File: config.mk
export PLATFORM = sky130hd
export DESIGN_NAME = lcd_sync_stream
export DESIGN_NICKNAME = d
export VERILOG_FILES = /design/src/rtl/lcd_sync_pkg.sv /design/src/rtl/lcd_wrap_ctr.sv /design/src/rtl/lcd_span_decode.sv /design/src/rtl/lcd_sync_stream.sv
export SDC_FILE = /design/constraint.sdc
export NUM_CORES = 1
export LEC_CHECK = 0
export ABC_AREA = 1
export BUFFER_PORTS_ARGS = -buffer_cell sky130_fd_sc_hd__buf_2
export CORE_ASPECT_RATIO = 1.1
export CORE_MARGIN = 8
export CORE_UTILIZATION = 35
export DETAILED_ROUTE_END_ITERATION = 6
export PLACE_DENSITY_LB_ADDON = 0.15
export SLEW_MARGIN = 30
export SYNTH_ARGS = -nofsm -noshare
export SYNTH_HDL_FRONTEND = slang
export SYNTH_HIERARCHICAL = 1
export SYNTH_SLANG_ARGS = --single-unit
export TNS_END_PERCENT = 1
File: constraint.sdc
create_clock -name clk -period 1.35 [get_ports clk]
set_input_delay 0.27 -clock clk [delete_from_list [all_inputs] [get_ports clk]]
set_output_delay 0.27 -clock clk [all_outputs]
set_load 0.01 [all_outputs]
File: src/rtl/lcd_sync_pkg.sv
package lcd_sync_pkg;
  // Counter width that stays legal for a count of one.
  function automatic int cw(input int n);
    return (n < 2) ? 1 : $clog2(n);
  endfunction

  typedef struct packed {
    logic de;
    logic hs;
    logic vs;
  } lcd_tim_t;
endpackage

File: src/rtl/lcd_wrap_ctr.sv
// Modulo-N counter that advances on en; wrap pulses on the final step.
module lcd_wrap_ctr #(
  parameter int N = 2,
  localparam int W = lcd_sync_pkg::cw(N)
) (
  input  logic         clk,
  input  logic         rst,
  input  logic         en,
  output logic [W-1:0] cnt,
  output logic         wrap
);
  assign wrap = en && (cnt == W'(N - 1));

  always_ff @(posedge clk) begin
    if (rst)
      cnt <= '0;
    else if (en)
      cnt <= wrap ? '0 : cnt + W'(1);
  end
endmodule

File: src/rtl/lcd_span_decode.sv
// Decodes a position along one axis into active, sync and first-active flags.
module lcd_span_decode #(
  parameter int BLANK  = 4,
  parameter int ACTIVE = 8,
  parameter int SYNC   = 2,
  parameter int W      = 4
) (
  input  logic [W-1:0] pos,
  output logic         in_act,
  output logic         in_sync,
  output logic         at_first
);
  int p;
  assign p        = int'(pos);
  assign in_act   = (p >= BLANK) && (p < BLANK + ACTIVE);
  assign in_sync  = (p < SYNC);
  assign at_first = (p == BLANK);
endmodule

File: src/rtl/lcd_sync_stream.sv
module lcd_sync_stream #(
  parameter int       DW       = 8,
  parameter int       BEATS    = 3,
  parameter int       H_ACTIVE = 4,
  parameter int       H_BLANK  = 3,
  parameter int       H_FRONT  = 2,
  parameter int       H_SYNC   = 2,
  parameter bit       H_POL    = 1'b0,
  parameter int       V_ACTIVE = 3,
  parameter int       V_BLANK  = 2,
  parameter int       V_FRONT  = 1,
  parameter int       V_SYNC   = 1,
  parameter bit       V_POL    = 1'b1
) (
  input  logic          clk,
  input  logic          rst,
  input  logic [DW-1:0] snk_data,
  input  logic          snk_valid,
  input  logic          snk_sop,
  output logic          snk_ready,
  output logic [DW-1:0] lcd_data,
  output logic          lcd_de,
  output logic          lcd_hs,
  output logic          lcd_vs
);
  import lcd_sync_pkg::*;

  localparam int H_TOTAL = H_BLANK + H_ACTIVE + H_FRONT;
  localparam int V_TOTAL = V_BLANK + V_ACTIVE + V_FRONT;
  localparam int HW      = cw(H_TOTAL);
  localparam int VW      = cw(V_TOTAL);

  logic          pix_tick;    // last beat of a pixel
  logic          beat_first;  // first beat of a pixel
  logic          line_tick;
  logic          frame_tick;
  logic [HW-1:0] h_pos;
  logic [VW-1:0] v_pos;

  // Beat sequencing: a variant per beat count.
  generate
    if (BEATS == 1) begin : g_single
      assign pix_tick   = 1'b1;
      assign beat_first = 1'b1;
    end else begin : g_multi
      localparam int BW = cw(BEATS);
      logic [BW-1:0] beat;
      lcd_wrap_ctr #(.N(BEATS)) u_beat (
        .clk (clk),
        .rst (rst),
        .en  (1'b1),
        .cnt (beat),
        .wrap(pix_tick)
      );
      assign beat_first = (beat == '0);
    end
  endgenerate

  lcd_wrap_ctr #(.N(H_TOTAL)) u_hpos (
    .clk (clk),
    .rst (rst),
    .en  (pix_tick),
    .cnt (h_pos),
    .wrap(line_tick)
  );

  lcd_wrap_ctr #(.N(V_TOTAL)) u_vpos (
    .clk (clk),
    .rst (rst),
    .en  (line_tick),
    .cnt (v_pos),
    .wrap(frame_tick)
  );

  logic h_act, h_sync, h_first;
  logic v_act, v_sync, v_first;

  lcd_span_decode #(.BLANK(H_BLANK), .ACTIVE(H_ACTIVE), .SYNC(H_SYNC), .W(HW)) u_hdec (
    .pos     (h_pos),
    .in_act  (h_act),
    .in_sync (h_sync),
    .at_first(h_first)
  );

  lcd_span_decode #(.BLANK(V_BLANK), .ACTIVE(V_ACTIVE), .SYNC(V_SYNC), .W(VW)) u_vdec (
    .pos     (v_pos),
    .in_act  (v_act),
    .in_sync (v_sync),
    .at_first(v_first)
  );

  logic act_beat, frame_start, take_beat, locked;
  lcd_tim_t tim_nxt, tim_q;

  assign act_beat    = h_act && v_act;
  assign frame_start = act_beat && h_first && v_first && beat_first;
  assign snk_ready   = act_beat;

  // A beat is forwarded only while frame alignment holds.
  assign take_beat = act_beat && snk_valid &&
                     (frame_start ? snk_sop : (locked && !snk_sop));

  always_ff @(posedge clk) begin
    if (rst)
      locked <= 1'b0;
    else if (frame_start)
      locked <= snk_valid && snk_sop;
    else if (act_beat && snk_valid && snk_sop)
      locked <= 1'b0;
  end

  assign tim_nxt.de = act_beat;
  assign tim_nxt.hs = H_POL ? h_sync : !h_sync;
  assign tim_nxt.vs = V_POL ? v_sync : !v_sync;

  always_ff @(posedge clk) begin
    if (rst) begin
      tim_q.de <= 1'b0;
      tim_q.hs <= !H_POL;
      tim_q.vs <= !V_POL;
      lcd_data <= '0;
    end else begin
      tim_q    <= tim_nxt;
      lcd_data <= take_beat ? snk_data : '0;
    end
  end

  assign lcd_de = tim_q.de;
  assign lcd_hs = tim_q.hs;
  assign lcd_vs = tim_q.vs;
endmodule

-- After elaboration in Yosys (flattened, before gate mapping)
Index checks and enable logic that the tools add are counted.
W data, S select, Z words.
- add/subtract/negate cells: 3
- $lt $le $gt $ge: 6
- eq/ne operators: 5
- mux-type cells: 5
- bitwise logic cells: 1
- reductions and logical operators: 19
- operators by type and width (kind ; number):
    $logic_and A1 B1 Y1 ; 13
    $eq A3 B3 Y1 const B ; 2
    $add A4 B1 Y4 const B ; 1
    $eq A4 B3 Y1 const B ; 1
    $eq A4 B4 Y1 const B ; 1
    $ge A4 B2 Y1 const B ; 1
    $lt A4 B2 Y1 const B ; 1
    $lt A4 B3 Y1 const B ; 1
    $mux W4 ; 1
    $reduce_or A2 Y1 ; 2
    $add A3 B1 Y3 const B ; 1
    $ge A3 B2 Y1 const B ; 1
    $lt A3 B1 Y1 const B ; 1
    $lt A3 B3 Y1 const B ; 1
    $mux W1 ; 3
    $mux W3 ; 1
    $add A2 B1 Y2 const B ; 1
    $eq A2 B2 Y1 const B ; 1
    $logic_not A1 Y1 ; 2
    $logic_not A2 Y1 ; 1
    $reduce_bool A2 Y1 ; 1
    $not A1 Y1 ; 1
- bits in registers: 21
- word-level logic and storage cells: 47

-- Logic depth before layout (Yosys ltp)
- depth after elaboration: 10
- mapped depth: 11

-- By module
The synthesis kept the hierarchy.
- modules (own cells, without submodules) (module ; instances ; cells an instance ; area each (um^2) ; sequential area each (um^2)):
    lcd_sync_stream ; 1 ; 58 ; 485.5 ; 240.2
    lcd_wrap_ctr (u_hpos) ; 1 ; 31 ; 217.7 ; 80.1
    lcd_wrap_ctr (u_vpos) ; 1 ; 28 ; 173.9 ; 60.1
    lcd_wrap_ctr (g_multi.u_beat) ; 1 ; 14 ; 91.3 ; 40.0
    lcd_span_decode (u_hdec) ; 1 ; 9 ; 36.3 ; 0.0
    lcd_span_decode (u_vdec) ; 1 ; 7 ; 27.5 ; 0.0

-- Worst setup path after synthesis
Ideal clock, no wire load.
- path type: reg2reg
- from: reg g_multi.u_beat.cnt[1]
- to: reg u_vpos.cnt[1]
- arrival time: 1202 ps
- data required time: 1236 ps
- setup slack: 34 ps
- cell stages (with the launch flop): 8
- buffers on the path: 0
- clock period less this slack: 1316 ps
- path through: dfxtp_1 > nand2_1 > nor2_1 > nand4_1 > inv_1 > nand3_1 > nand2_1 > nor2_1
- cells in the longest elaborated chain, start to end: 4
- RTL lines (item ; line ; source):
    from (decl) ; lcd_wrap_ctr.sv:9 ; output logic [W-1:0] cnt,
    from (signal assigned) ; lcd_wrap_ctr.sv:18 ; cnt <= wrap ? '0 : cnt + W'(1);
    $eq A2 B2 Y1 (*) ; lcd_wrap_ctr.sv:12 ; assign wrap = en && (cnt == W'(N - 1));
    net pix_tick ; lcd_sync_stream.sv:33 ; logic pix_tick;
    $logic_and A1 B1 Y1 (*) ; lcd_wrap_ctr.sv:12 ;
    net line_tick ; lcd_sync_stream.sv:35 ; logic line_tick;
    $logic_and A1 B1 Y1 ; lcd_wrap_ctr.sv:12 ;
    $mux W3 ; lcd_wrap_ctr.sv:18 ;
    to (signal assigned) ; lcd_wrap_ctr.sv:18 ;
    to (decl) ; lcd_wrap_ctr.sv:9 ;
Mark *: on every way through the listed nets, which the timed path passes. The rest lies on a longest branch.
A chain may end at the register's enable or synchronous reset.

-- Final worst setup path
- from: reg u_vpos.cnt[2]
- to: out snk_ready
- cells in the longest elaborated chain, start to end: 3
- elaborated cells between the ends (all ways): 4
- those cells by class: order compare (2); reduce/logical (2)
- RTL lines (item ; line ; source):
    $ge A3 B2 Y1 / $lt A3 B3 Y1 (equally long branches) ; lcd_span_decode.sv:15 ; assign in_act = (p >= BLANK) && (p < BLANK + ACTIVE);
    $logic_and A1 B1 Y1 (*) ; lcd_span_decode.sv:15 ;
    net v_act ; lcd_sync_stream.sv:76 ; logic v_act, v_sync, v_first;
    $logic_and A1 B1 Y1 (*) ; lcd_sync_stream.sv:95 ; assign act_beat = h_act && v_act;
    to (decl) ; lcd_sync_stream.sv:20 ; output logic snk_ready,
Marks and branches as above.

==> impl_metrics.py <==
metrics = {
    "run_status": {
        "status": "finished, violations left",
        "violations": "setup timing",
    },
    "timing": {
        "rsz0062_at_grt": "true",
        "fin_hold_ws_ns": 0.184,
        "setup_ws_ns": -0.0283,
        "finalSetupTns_ns": -0.0283,
        "drv_slew": 0,
        "skew_ns": 0.000947,
        "finalCriticalPeriod_ns": 1.38,
        "clock.fmax_mhz": 726,
        "setup_viol": 1,
        "min_period_over_period": 1.02,
        "hold_violations": 0,
    },
    "cts": {
        "cts_buffer_depth": 2,
        "numCtsBuffers": 3,
        "path_clk_slew_ns": 0.11,
        "ctsHtreeMaxLevel": 1,
        "cts_hold_buf": 0,
        "clk_latency_ns": 0.29,
        "cts_tree": "done",
        "clkSinkCount": 21,
        "root_buffer": "clkbuf_4",
    },
    "layout": {
        "antennaDiodeCount": 0,
        "syn_to_final_growth_pct": 32.2,
        "fin_area_um2": 1360,
        "nets": 207,
        "final_util": 0.490,
        "final_common_cell": "inv_1",
        "mostFrequentLayoutCells": "inv_1 (33), nand2_1 (28), buf_2 (22)",
        "fin_cells": 223,
        "layout-drive-gt1-share": 0.389,
    },
    "power_and_ir_drop": {
        "ir_worst_vdd_v": 0.000426,
        "p_per_area_nw_per_um2": 749,
        "p_leak_nw": 0.749,
    },
    "min_path": {
        "hold_depth": 3,
        "hold_path.class": "input pin to flip-flop",
        "hp-start": "snk_data[3]",
        "hold_end": "lcd_data[3]",
    },
    "routing": {
        "vias": 917,
        "dr.pass1.iters": 4,
        "wl_um": 2040,
        "ant_nets": 0,
        "drt_iter0_drc": 27,
        "via_per_inst": 4.11,
        "drt-wirelength-per-cell_um": 9.14,
        "drc": 0,
    },
    "setup_path": {
        "r2r-start": "u_vpos/cnt[1]",
        "r2r_end": "lcd_data[7]",
        "worstSetupPathType": "flip-flop to primary output",
        "r2r_cells": 10,
        "cp-end-kind": "primary output",
        "critical_path.max_fanout": 6,
        "r2r_slack_ns": 0.05,
        "critPathRequiredTime_ns": 1.08,
        "start_kind": "flip-flop",
        "arrival_ns": 1.11,
    },
    "floorplanning": {
        "pin_count": 24,
        "core_area_um2": 2780,
        "rows": 20,
        "die_area_um2": 4930,
        "fp.dieH_um": 72.9,
        "start_util": 0.370,
        "die_w_um": 67.7,
    },
    "synthesis": {
        "syn_area_um2": 1030,
        "synthCells": 146,
        "avgSynthCellArea_um2": 7.04,
        "yosysWarnings": 6,
    },
    "global_routing": {
        "grt_start_max_net_pins": 13,
        "antenna_found_initial": 0,
        "grt.overflow.total": 0,
        "track_usage": 0.0907,
        "grt_pass1_vias": 880,
        "grt_pass1_wl_um": 3510,
    },
    "place": {
        "portBuffers": 23,
        "placedCellCount": 213,
        "gp_congestion": 0.810,
        "hpwl_um": 1650,
        "place_area_um2": 1260,
    },
    "flow_run": {
        "cap_violations": 0,
    },
}
critical path, cell delays in order, from the launching register on:
cell	delay, ns
dfxtp_2	0.39
inv_1	0.05
nand2_1	0.07
nand2_1	0.07
nand2_2	0.09
inv_2	0.04
buf_6	0.11
what timing repair did:
action	4_1_cts	5_1_grt
cloned	0	0
setup buffers	6	0
pin swaps	4	1
gates resized for setup	9	4
setup endpoints to repair	4	12
registers in the layout (all words and copies together), names as in the netlist:
name,count
g_multi.u_beat/cnt,2
lcd_hs,1
locked,1
u_hpos/cnt,4
lcd_de,1
lcd_data,8
lcd_vs,1
u_vpos/cnt,3
where the power goes:
group / leakage, nW / internal (W) / switching [W]
registers: 0.174 / 0.000629 / 0.00000566
logic: 0.557 / 0.0000396 / 0.0000512
clock network: 0.0177 / 0.000110 / 0.000183
area by class of cell:
| type | instances | area [um^2] |
|---|---|---|
| clock buffer | 3 | 22.5 |
| clock inverter | 1 | 5.00 |
| fill | 297 | 1420 |
| inverter | 36 | 135 |
| multi-input combinational | 92 | 499 |
| sequential | 21 | 430 |
| tap | 33 | 41.3 |
| timing repair buffer | 37 | 226 |
stage by stage:
stage	power [W]	worst slack (ns)
final	0.00102	-0.0283
after global routing	0.00108	-0.137
after CTS	0.00104	-0.0322
after detailed placement	0.000736	0.00403
after global placement	0.000733	0.0322
after floorplan	0.000693	0.0584
worst max path at each step:
stage / end / from
finish: snk_ready / u_vpos/cnt[2]
global route: snk_ready / u_hpos/cnt[1]
CTS: snk_ready / u_hpos/cnt[3]
detailed placement: u_vpos/cnt[2] / g_multi.u_beat/cnt[1]
global placement: u_vpos/cnt[1] / g_multi.u_beat/cnt[1]
floorplan: u_vpos/cnt[1] / g_multi.u_beat/cnt[1]
routing by layer:
layer / global-route usage / routed length, um / up-vias
li1: - / - / 510
met4: 0.0465 / 23 / 0
met5: 0 / 0 / -
met1: 0.0964 / 848 / 399
met3: 0.0200 / 68 / 2
met2: 0.160 / 1100 / 6
Note: power is estimated with default switching activity, not from simulation.
